## src/rtl/uart_rif_pkg.sv

```systemverilog
package uart_rif_pkg;

  localparam int unsigned REG_IDX_W = 3;
  localparam int unsigned ADDR_W    = REG_IDX_W + 2;
  localparam int unsigned STAT_W    = 8;
  localparam int unsigned IEN_W     = 4;
  localparam int unsigned LINE_W    = 8;
  localparam int unsigned MCTL_W    = 2;
  localparam int unsigned MDM_W     = 4;

  typedef enum logic [REG_IDX_W-1:0] {
    IDX_DATA  = 3'd0,
    IDX_IEN   = 3'd1,
    IDX_IID   = 3'd2,
    IDX_LINE  = 3'd3,
    IDX_MCTL  = 3'd4,
    IDX_LSTAT = 3'd5,
    IDX_MSTAT = 3'd6,
    IDX_DIV   = 3'd7
  } reg_idx_e;

  // line status bit positions
  localparam int unsigned LS_RDY  = 0;
  localparam int unsigned LS_OVR  = 1;
  localparam int unsigned LS_PAR  = 2;
  localparam int unsigned LS_FRM  = 3;
  localparam int unsigned LS_BRK  = 4;
  localparam int unsigned LS_THE  = 5;
  localparam int unsigned LS_TEM  = 6;

  // interrupt enable bit positions
  localparam int unsigned IE_RXD  = 0;
  localparam int unsigned IE_THE  = 1;
  localparam int unsigned IE_LINE = 2;
  localparam int unsigned IE_MDM  = 3;

  typedef enum logic [2:0] {
    ID_LINE = 3'b110,
    ID_RXD  = 3'b100,
    ID_THE  = 3'b010,
    ID_MDM  = 3'b000,
    ID_NONE = 3'b001
  } irq_id_e;

endpackage

```

## src/rtl/uart_rif_ctrl.sv

```systemverilog
module uart_rif_ctrl
  import uart_rif_pkg::*;
#(
  parameter int unsigned DIV_W = 16
) (
  input  logic              clk,
  input  logic              rst_n,
  input  logic              wr_en_i,
  input  reg_idx_e          wr_idx_i,
  input  logic [DIV_W-1:0]  wdata_i,
  output logic [IEN_W-1:0]  ien_o,
  output logic [LINE_W-1:0] line_o,
  output logic [MCTL_W-1:0] mctl_o,
  output logic [DIV_W-1:0]  div_o
);

  logic [IEN_W-1:0]  ien_q;
  logic [LINE_W-1:0] line_q;
  logic [MCTL_W-1:0] mctl_q;
  logic [DIV_W-1:0]  div_q;

  always_ff @(posedge clk) begin
    if (!rst_n) begin
      ien_q  <= '0;
      line_q <= '0;
      mctl_q <= '0;
      div_q  <= '0;
    end else if (wr_en_i) begin
      case (wr_idx_i)
        IDX_IEN:  ien_q  <= wdata_i[IEN_W-1:0];
        IDX_LINE: line_q <= wdata_i[LINE_W-1:0];
        IDX_MCTL: mctl_q <= wdata_i[MCTL_W-1:0];
        IDX_DIV:  div_q  <= wdata_i;
        default:  ;
      endcase
    end
  end

  assign ien_o  = ien_q;
  assign line_o = line_q;
  assign mctl_o = mctl_q;
  assign div_o  = div_q;


  ien_write_chk: assert property (@(posedge clk) disable iff (!rst_n)
    (wr_en_i && wr_idx_i == IDX_IEN) |=> (ien_o == $past(wdata_i[IEN_W-1:0])));


  ro_write_stable_chk: assert property (@(posedge clk) disable iff (!rst_n)
    (wr_en_i && (wr_idx_i == IDX_IID || wr_idx_i == IDX_LSTAT || wr_idx_i == IDX_MSTAT))
    |=> ($stable(ien_o) && $stable(line_o) && $stable(mctl_o) && $stable(div_o)));

endmodule

```

## src/rtl/uart_rif_rxstat.sv

```systemverilog
module uart_rif_rxstat
  import uart_rif_pkg::*;
#(
  parameter int unsigned BYTE_W = 8
) (
  input  logic              clk,
  input  logic              rst_n,
  input  logic              rx_valid_i,
  input  logic [BYTE_W-1:0] rx_data_i,
  input  logic              par_err_i,
  input  logic              frm_err_i,
  input  logic              brk_err_i,
  input  logic              rd_data_i,
  input  logic              rd_lstat_i,
  output logic [BYTE_W-1:0] hold_o,
  output logic [STAT_W-1:0] lstat_o
);

  localparam int unsigned NUM_ERR = LS_BRK - LS_OVR + 1;

  logic [BYTE_W-1:0]  hold_q;
  logic               rdy_q;
  logic [NUM_ERR-1:0] err_q;
  logic [NUM_ERR-1:0] err_set;

  // overrun: new byte lands on a pending byte that is not being read now
  assign err_set[LS_OVR-LS_OVR] = rx_valid_i && rdy_q && !rd_data_i;
  assign err_set[LS_PAR-LS_OVR] = rx_valid_i && par_err_i;
  assign err_set[LS_FRM-LS_OVR] = rx_valid_i && frm_err_i;
  assign err_set[LS_BRK-LS_OVR] = rx_valid_i && brk_err_i;

  always_ff @(posedge clk) begin
    if (!rst_n) begin
      hold_q <= '0;
      rdy_q  <= 1'b0;
    end else begin
      if (rx_valid_i) hold_q <= rx_data_i;
      if (rx_valid_i)     rdy_q <= 1'b1;
      else if (rd_data_i) rdy_q <= 1'b0;
    end
  end

  for (genvar g = 0; g < NUM_ERR; g++) begin : g_err
    always_ff @(posedge clk) begin
      if (!rst_n)          err_q[g] <= 1'b0;
      else if (err_set[g]) err_q[g] <= 1'b1;
      else if (rd_lstat_i) err_q[g] <= 1'b0;
    end
  end

  assign hold_o  = hold_q;
  assign lstat_o = {1'b0, 1'b1, 1'b1, err_q, rdy_q};


  rx_sets_rdy_chk: assert property (@(posedge clk) disable iff (!rst_n)
    rx_valid_i |=> lstat_o[LS_RDY]);


  rd_clears_rdy_chk: assert property (@(posedge clk) disable iff (!rst_n)
    (rd_data_i && !rx_valid_i) |=> !lstat_o[LS_RDY]);


  overrun_chk: assert property (@(posedge clk) disable iff (!rst_n)
    (rx_valid_i && lstat_o[LS_RDY] && !rd_data_i) |=> (lstat_o[LS_OVR] && hold_o == $past(rx_data_i)));


  lstat_clear_chk: assert property (@(posedge clk) disable iff (!rst_n)
    (rd_lstat_i && !rx_valid_i) |=> (lstat_o[LS_BRK:LS_OVR] == '0));

endmodule

```

## src/rtl/uart_rif_irq.sv

```systemverilog
module uart_rif_irq
  import uart_rif_pkg::*;
(
  input  logic [STAT_W-1:0] lstat_i,
  input  logic [STAT_W-1:0] mstat_i,
  input  logic [IEN_W-1:0]  ien_i,
  output irq_id_e           id_o,
  output logic              irq_o
);

  logic p_line, p_rxd, p_the, p_mdm;
  logic unused_bits;

  assign p_line = (|lstat_i[LS_BRK:LS_OVR]) && ien_i[IE_LINE];
  assign p_rxd  = lstat_i[LS_RDY] && ien_i[IE_RXD];
  assign p_the  = lstat_i[LS_THE] && ien_i[IE_THE];
  assign p_mdm  = (|mstat_i[MDM_W-1:0]) && ien_i[IE_MDM];
  assign unused_bits = ^{lstat_i[STAT_W-1:LS_TEM], mstat_i[STAT_W-1:MDM_W]};

  always_comb begin
    if (p_line)     id_o = ID_LINE;
    else if (p_rxd) id_o = ID_RXD;
    else if (p_the) id_o = ID_THE;
    else if (p_mdm) id_o = ID_MDM;
    else            id_o = ID_NONE;
  end

  assign irq_o = p_line | p_rxd | p_the | p_mdm;

endmodule

```

## src/rtl/uart_regfile_irq.sv

```systemverilog
module uart_regfile_irq
  import uart_rif_pkg::*;
#(
  parameter int unsigned DATA_W = 32,
  parameter int unsigned BYTE_W = 8,
  parameter int unsigned DIV_W  = 16
) (
  input  logic              clk,
  input  logic              rst_n,
  input  logic              bus_sel,
  input  logic              bus_we,
  input  logic [ADDR_W-1:0] bus_addr,
  input  logic [DATA_W-1:0] bus_wdata,
  output logic [DATA_W-1:0] bus_rdata,
  output logic              tx_valid,
  output logic [BYTE_W-1:0] tx_data,
  input  logic              rx_valid,
  input  logic [BYTE_W-1:0] rx_data,
  output logic              rx_ready,
  input  logic              rx_par_err,
  input  logic              rx_frm_err,
  input  logic              rx_brk_err,
  input  logic [MDM_W-1:0]  modem_delta,
  input  logic [MDM_W-1:0]  modem_level,
  output logic [IEN_W-1:0]  int_enable,
  output logic [LINE_W-1:0] line_ctrl,
  output logic [MCTL_W-1:0] modem_ctrl,
  output logic [DIV_W-1:0]  divisor,
  output logic              irq
);

  reg_idx_e          idx;
  logic              wr_acc, rd_acc;
  logic              unused_addr_wdata;
  logic [BYTE_W-1:0] hold;
  logic [STAT_W-1:0] lstat;
  logic [STAT_W-1:0] mstat_q;
  logic [IEN_W-1:0]  ien;
  irq_id_e           iid;
  logic              tx_valid_q;
  logic [BYTE_W-1:0] tx_data_q;

  assign idx    = reg_idx_e'(bus_addr[ADDR_W-1:2]);
  assign wr_acc = bus_sel && bus_we;
  assign rd_acc = bus_sel && !bus_we;
  assign unused_addr_wdata = ^{bus_addr[1:0], bus_wdata[DATA_W-1:DIV_W]};

  uart_rif_ctrl #(.DIV_W(DIV_W)) ctrl_i (
    .clk      (clk),
    .rst_n    (rst_n),
    .wr_en_i  (wr_acc),
    .wr_idx_i (idx),
    .wdata_i  (bus_wdata[DIV_W-1:0]),
    .ien_o    (ien),
    .line_o   (line_ctrl),
    .mctl_o   (modem_ctrl),
    .div_o    (divisor)
  );

  uart_rif_rxstat #(.BYTE_W(BYTE_W)) rxstat_i (
    .clk        (clk),
    .rst_n      (rst_n),
    .rx_valid_i (rx_valid),
    .rx_data_i  (rx_data),
    .par_err_i  (rx_par_err),
    .frm_err_i  (rx_frm_err),
    .brk_err_i  (rx_brk_err),
    .rd_data_i  (rd_acc && idx == IDX_DATA),
    .rd_lstat_i (rd_acc && idx == IDX_LSTAT),
    .hold_o     (hold),
    .lstat_o    (lstat)
  );

  always_ff @(posedge clk) begin
    if (!rst_n) mstat_q <= '0;
    else        mstat_q <= {modem_level, modem_delta};
  end

  uart_rif_irq irq_i (
    .lstat_i (lstat),
    .mstat_i (mstat_q),
    .ien_i   (ien),
    .id_o    (iid),
    .irq_o   (irq)
  );

  always_ff @(posedge clk) begin
    if (!rst_n) begin
      tx_valid_q <= 1'b0;
      tx_data_q  <= '0;
    end else begin
      tx_valid_q <= wr_acc && idx == IDX_DATA;
      if (wr_acc && idx == IDX_DATA) tx_data_q <= bus_wdata[BYTE_W-1:0];
    end
  end

  always_comb begin
    bus_rdata = '0;
    if (rd_acc) begin
      case (idx)
        IDX_DATA:  bus_rdata = {{(DATA_W-BYTE_W){1'b0}}, hold};
        IDX_IID:   bus_rdata = {{(DATA_W-3){1'b0}}, iid};
        IDX_LSTAT: bus_rdata = {{(DATA_W-STAT_W){1'b0}}, lstat};
        IDX_MSTAT: bus_rdata = {{(DATA_W-STAT_W){1'b0}}, mstat_q};
        default:   bus_rdata = '0;
      endcase
    end
  end

  assign tx_valid   = tx_valid_q;
  assign tx_data    = tx_data_q;
  assign rx_ready   = !lstat[LS_RDY];
  assign int_enable = ien;


  tx_strobe_chk: assert property (@(posedge clk) disable iff (!rst_n)
    (wr_acc && idx == IDX_DATA) |=> (tx_valid && tx_data == $past(bus_wdata[BYTE_W-1:0])));


  tx_idle_chk: assert property (@(posedge clk) disable iff (!rst_n)
    !(wr_acc && idx == IDX_DATA) |=> !tx_valid);


  irq_masked_chk: assert property (@(posedge clk) disable iff (!rst_n)
    (int_enable == '0) |-> !irq);


  line_prio_chk: assert property (@(posedge clk) disable iff (!rst_n)
    ((|lstat[LS_BRK:LS_OVR]) && int_enable[IE_LINE]) |-> (iid == ID_LINE && irq));


  mstat_track_chk: assert property (@(posedge clk) disable iff (!rst_n)
    1'b1 |=> (mstat_q == $past({modem_level, modem_delta})));

endmodule

```

## config.mk

```make
export PLATFORM = sky130hd
export DESIGN_NAME = uart_regfile_irq
export DESIGN_NICKNAME = d
export VERILOG_FILES = /design/src/rtl/uart_rif_pkg.sv /design/src/rtl/uart_rif_ctrl.sv /design/src/rtl/uart_rif_rxstat.sv /design/src/rtl/uart_rif_irq.sv /design/src/rtl/uart_regfile_irq.sv
export SDC_FILE = /design/constraint.sdc
export NUM_CORES = 1
export LEC_CHECK = 0
export ABC_AREA = 1
export BUFFER_PORTS_ARGS = -buffer_cell sky130_fd_sc_hd__buf_2
export CORE_MARGIN = 1.5
export CORE_UTILIZATION = 47
export CTS_CLUSTER_DIAMETER = 150
export DETAILED_ROUTE_END_ITERATION = 8
export PLACE_DENSITY = 0.86
export SLEW_MARGIN = 20
export SYNTH_ARGS = -nofsm -noshare
export SYNTH_HDL_FRONTEND = slang
export SYNTH_HIERARCHICAL = 1
export SYNTH_SLANG_ARGS = --single-unit
```

## constraint.sdc

```tcl
create_clock -name clk -period 1.06 [get_ports clk]
set_input_delay 0.053 -clock clk [delete_from_list [all_inputs] [get_ports clk]]
set_output_delay 0.053 -clock clk [all_outputs]
set_load 0.02 [all_outputs]
```

==> metrics.csv, run 1 <==
metric;value;unit
outcome;complete, but fails checks;
violations;negative setup slack;
first_pass_iters;4;
drtAntennaViolNets;0;
ir_drop;1.13;mV
synth_compound_area_frac;0.0300;
cts_tree;yes;
power_density;1280;nW/um^2
arrival;1.47;ns
cp-end-kind;output port;
dp_hpwl;5.31;mm
numPortBuffers;91;
min_path_type;in -> reg;
fp.dieW;83.0;microns
cts.sinks;60;
synth_xor_area_frac;0;
antenna_found_initial;0;
route.vias.total;3053;
track_usage;0.236;
numCtsBuffers;9;
drv_slew;0;
die_h;83.0;microns
slowest_stage;dfxtp_2;
io_pins;134;
setup_violations;9;
crit_chain;nor2_1, nand2_1, nand2_2, nand2_2, nor2_2, nand3_1, nand2_1, nor2_1, nor2_2, buf_6;
yosysWarnings;6;
synth_cell_types;23;
final_cell_area;4130;sq um
clk_path_buf_depth;2;
critPathTopFamily;simple AND/OR/NAND/NOR gates;
initial_core_util;0.496;
drc_errors;0;
area_growth;37.4;%
cp.buffers_inverters;1;
nets;645;
fin_worst_skew;0.00510;ns
place_congestion;0.841;
drive_above_1_share;0.291;
p_leak;2.30;nW
root_buffer;clkbuf_8;
dpl_cell_area;3580;sq um
fin_tns_setup;-2.04;ns
max_freq;0.658;GHz
rsz0062_at_grt;true;
nFillCells;510;
core;6060;sq um
post-place-ws;-0.113;ns
clkTransAtPathRegs;0.07;ns
grt_start_max_net_pins;44;
clock_latency;0.33;ns
slowest_delay;0.32;ns
std_cell_rows;28;
drv_cap;0;
synthSimpleGateAreaFrac;0.385;
synth_seq_cells;60;
routed_wl;7.86;mm
clock_tree.htree_level_count;3;
post-route-period-util;1.43;
syn_area;3010;sq um
antennaDiodeCount;0;
synth_top_family_by_area;simple AND/OR/NAND/NOR gates;
hold_violations;0;
grt_pass1_vias;2886;
grt_pass1_wl;13.2;mm
criticalPathCategory;reg -> out;
avgSynthCellArea;6.74;sq um
ys_seq_area_frac;0.400;
vias_per_cell;4.60;
required;1.01;ns
syn_inst;446;
wl_per_cell;11.9;microns
muxShareOfSynthArea;0;
final_core_util;0.681;
die-area;6890;sq um
finalWorstSetupSlack;-0.459;ns
drt_iter0_drc;173;
final_cell_mix;nor2_1, nand2_1, buf_2;
start_kind;register;
synth_fa_ha_area_frac;0;
worstPathMaxFanout;2;
grt.overflow.total;0;
finalCriticalPeriod;1.52;ns
layout_commonest_cell;nor2_1;
-- routing by layer --
metal | global-route usage | vias up | share of wire
met5 | 0 | - | 0
met4 | 0.0924 | 0 | 0.023
met3 | 0.0527 | 17 | 0.054
met2 | 0.409 | 103 | 0.49
met1 | 0.282 | 1355 | 0.43
li1 | - | 1578 | -
-- tightest hold or removal path, stage by stage --
cell and delay (ns):
buf_2 0.10, nor2_1 0.05, nor2_1 0.10
-- state kept, by name, summed over array words and instances (netlist names) --
| register | count |
|---|---|
| tx_valid | 1 |
| rxstat_i/hold_o | 8 |
| mstat_q | 8 |
| ctrl_i/line_o | 8 |
| tx_data | 8 |
| rxstat_i/rdy_q | 1 |
| rxstat_i/lstat_o | 4 |
| ctrl_i/mctl_o | 2 |
| ctrl_i/ien_o | 4 |
| ctrl_i/div_o | 16 |
-- kinds of logic after synthesis --
kind of cell	Yosys count
AOI/OAI and AO/OA	18
other	3
buffers and inverters	101
and+or+nand+nor	264
DFF	60
-- Yosys cell counts --
cell type,count,area (sq um)
a21oi_1,9,45.0
buf_1,1,3.75
buf_2,5,25.0
buf_4,31,233
buf_6,6,67.6
clkbuf_1,2,7.51
conb_1,3,11.3
dfxtp_1,60,1200
inv_1,53,199
inv_2,3,11.3
nand2_1,98,368
nand2_2,3,18.8
nand2_4,2,22.5
nand3_1,31,155
nand3_2,1,10.0
nand3_4,1,17.5
nand4_1,16,100
nor2_1,107,402
nor2_2,1,6.26
nor2_4,1,11.3
nor2_8,2,40.0
nor4_1,1,6.26
o21ai_0,9,45.0
-- final cells by class --
cell class / instances / area [sq um] / share of cell area
inverter: 56 / 210 / 0.0509
clock buffer: 11 / 151 / 0.0367
clock inverter: 4 / 48.8 / 0.0118
tap: 75 / 93.8 / 0.0227
timing repair buffer: 148 / 1040 / 0.253
multi-input combinational: 309 / 1370 / 0.331
sequential: 60 / 1210 / 0.294
-- repair_timing --
action | in CTS | in global routing
endpoints found under the setup margin | 9 | 10
gates cloned | 0 | 0
resized for setup | 25 | 9
pin swaps | 9 | 10
setup buffers | 1 | 1
endpoints found under the hold margin | 26 | 0
hold buffers | 26 | 0
-- worst paths after layout --
kind | to | depth (start not counted) | slack [ns] | startpoint
max reg2reg | rxstat_i/lstat_o[2]$_SDFFE_PN0P_ | 4 | 0.27 | rxstat_i/lstat_o[2]$_SDFFE_PN0P_
min reg2reg | ctrl_i/line_o[7]$_SDFFE_PN0P_ | 2 | 0.48 | ctrl_i/line_o[7]$_SDFFE_PN0P_
max | bus_rdata[0] | 10 | -0.46 | rxstat_i/lstat_o[2]$_SDFFE_PN0P_
min | tx_data[4]$_SDFFE_PN0P_ | 3 | 0.01 | bus_wdata[4]
-- per-stage QoR --
step                instances  power [mW]  hold slack [ns]
finish                    663        5.29           0.0139
global placement          620        3.13            0.235
floorplan                 470        2.96            0.151
detailed placement        620        3.15            0.241
CTS                       662        5.29          0.00156
global route              663        5.58           0.0204
-- where the power goes --
part | internal (mW) | leakage (nW) | switching (mW) | total (mW)
clock | 1.20 | 0.105 | 0.874 | 2.07
sequential | 2.34 | 0.493 | 0.0395 | 2.38
combinational | 0.340 | 1.71 | 0.501 | 0.841
total | 3.88 | 2.30 | 1.41 | 5.29
(Power assumes the default switching activity.)
==> run 2, diff against run 1 <==
--- a/config.mk
+++ b/config.mk
@@ -8,12 +8,11 @@
 export ABC_AREA = 1
 export BUFFER_PORTS_ARGS = -buffer_cell sky130_fd_sc_hd__buf_2
 export CORE_MARGIN = 1.5
-export CORE_UTILIZATION = 47
+export CORE_UTILIZATION = 49
 export CTS_CLUSTER_DIAMETER = 150
 export DETAILED_ROUTE_END_ITERATION = 8
-export PLACE_DENSITY = 0.86
+export PLACE_DENSITY = 0.91
 export SLEW_MARGIN = 20
 export SYNTH_ARGS = -nofsm -noshare
 export SYNTH_HDL_FRONTEND = slang
-export SYNTH_HIERARCHICAL = 1
 export SYNTH_SLANG_ARGS = --single-unit
==> constraint.sdc (replaced) <==
create_clock -name clk -period 1.9 [get_ports clk]
set_input_delay 0.095 -clock clk [delete_from_list [all_inputs] [get_ports clk]]
set_output_delay 0.095 -clock clk [all_outputs]
set_load 0.02 [all_outputs]
==> metrics.csv, run 2 <==
metric;value;unit
fin_worst_skew;0.000622;ns
synthTopCellsByArea;dfxtp_1, nor2_1, nand2_1;
finalCriticalPeriod;1.60;ns
outcome;completed;
dp_hpwl;4.46;mm
initial_core_util;0.513;
power_density;811;nW/um^2
drv_slew;0;
wl_per_cell;12.5;microns
hold_violations;0;
die_h;76.4;microns
hold_buffers;18;
min_path_type;in -> reg;
synth_cell_types;24;
setup_violations;0;
drv_cap;0;
track_usage;0.249;
cts_resized;0;
largest_reg_flops;16;
ir_drop;0.554;mV
nets;531;
grt_pass1_vias;2522;
synth_top_area_frac;0.455;
clock_latency;0.33;ns
die-area;5830;sq um
antenna_found_initial;0;
slew_headroom;0.621;
syn_area;2640;sq um
drive_above_1_share;0.272;
drc_errors;0;
vias_per_cell;4.82;
layout_commonest_cell;nor2_1;
routed_wl;6.81;mm
async_reset_ff_frac;0;
syn_inst;361;
yosysWarnings;0;
cts.sinks;60;
criticalPathCategory;reg -> out;
root_buffer;clkbuf_8;
power.total;2.75;mW
place_congestion;0.862;
first_pass_iters;4;
yosys.area.top_type;dfxtp_1;
route.vias.total;2626;
std_cell_rows;26;
clock_tree.htree_level_count;3;
p_leak;1.82;nW
grt.overflow.total;0;
avgSynthCellArea;7.31;sq um
synth_commonest_cells;nor2_1, dfxtp_1, nand2_1, buf_4, o21ai_1;
synth_edf_count;0;
clkTransAtPathRegs;0.07;ns
start_kind;register;
yosys_most_used_dff;dfxtp_1;
grt_pass1_wl;11.6;mm
drtAntennaViolNets;0;
grt_start_max_net_pins;36;
required;1.80;ns
post-route-period-util;0.841;
final_cell_mix;nor2_1, buf_2, dfxtp_1;
cp-end-kind;output port;
drt_iter0_drc;184;
area_growth;28.5;%
io_pins;134;
tightest_slew;0.568;ns
synth_seq_cells;60;
nFillCells;419;
cts_setup_buffers;0;
cts_tree;yes;
fin_tns_setup;0;ns
fp.dieW;76.4;microns
max_freq;0.626;GHz
ys_seq_area_frac;0.455;
yosysMostFrequentCell;nor2_1;
numCtsBuffers;9;
rsz0062_at_grt;false;
core;5140;sq um
numPortBuffers;91;
antennaDiodeCount;0;
worstPathMaxFanout;3;
clk_path_buf_depth;2;
arrival;1.50;ns
## run 2: cell count changes after synthesis, sizes merged
cell    change
conb        -2
clkinv      +3
nor4        -1
o21ai      +37
nor2        +2
nand4      -16
a21oi       +1
nand3      -24
nand2      -46
buf        -13
clkbuf      +3
inv        -29
## run 2: layout make-up
type	count	area, sq um	area share
inverters	30	121	0.0358
clock buffers	12	165	0.0487
well taps	70	87.6	0.0258
multi-input cells	259	1150	0.339
flip-flops and latches	60	1200	0.355
clock inverters	4	22.5	0.00665
repair buffers	110	643	0.190
## run 2: metal layers
layer  GRT usage  routed length [microns]  vias to the layer above
met3      0.0539                      514                       25
met4       0.180                      286                        0
met2       0.379                     3090                      150
met1       0.311                     2920                     1162
li1            -                        -                     1289
met5           0                        0                        -
## run 2: final timing paths
check	from	endpoint	slack, ns	cells past startpoint
max	rxstat_i.lstat_o[3]$_SDFFE_PN0P_	bus_rdata[0]	0.30	8
min reg2reg	ctrl_i.mctl_o[0]$_SDFFE_PN0P_	ctrl_i.mctl_o[0]$_SDFFE_PN0P_	0.48	2
max reg2reg	rxstat_i.hold_o[1]$_SDFFE_PN0P_	rxstat_i.hold_o[1]$_SDFFE_PN0P_	1.13	2
min	rx_data[3]	rxstat_i.hold_o[3]$_SDFFE_PN0P_	0.001	3
## run 2: logic make-up after synthesis
family          share of synthesized area
compound gates                      0.106
simple gates                        0.295
other cells                       0.00142
buf+inv                             0.142
flops                               0.455
## run 2: metrics by stage
stage / instances / hold slack (ns) / area (sq um) / setup WS [ns] / util
6_report: 545 / 0.00111 / 3390 / 0.302 / 0.659
5_1_grt: 545 / 0.00218 / 3390 / 0.167 / 0.659
4_1_cts: 545 / 0.0000623 / 3390 / 0.335 / 0.659
3_5_place_dp: 511 / 0.285 / 3020 / 0.678 / 0.588
3_3_place_gp: 511 / 0.279 / 3020 / 0.679 / 0.588
2_1_floorplan: 384 / 0.193 / 2720 / 0.770 / -
## run 2: worst max-delay path, stage by stage, from the launching register on
cell and delay, ns:
dfxtp_1 0.33, nor2_1 0.10, nand2_1 0.06, nand2_1 0.08, nand2_1 0.08, inv_1 0.08
nand3_1 0.07, a21oi_1 0.17, buf_2 0.20
## run 2: power breakdown
group | switching (mW) | total (mW) | internal (mW)
Clock | 0.497 | 1.07 | 0.573
Combinational | 0.224 | 0.346 | 0.122
Sequential | 0.0288 | 1.33 | 1.30
Total | 0.750 | 2.75 | 2.00
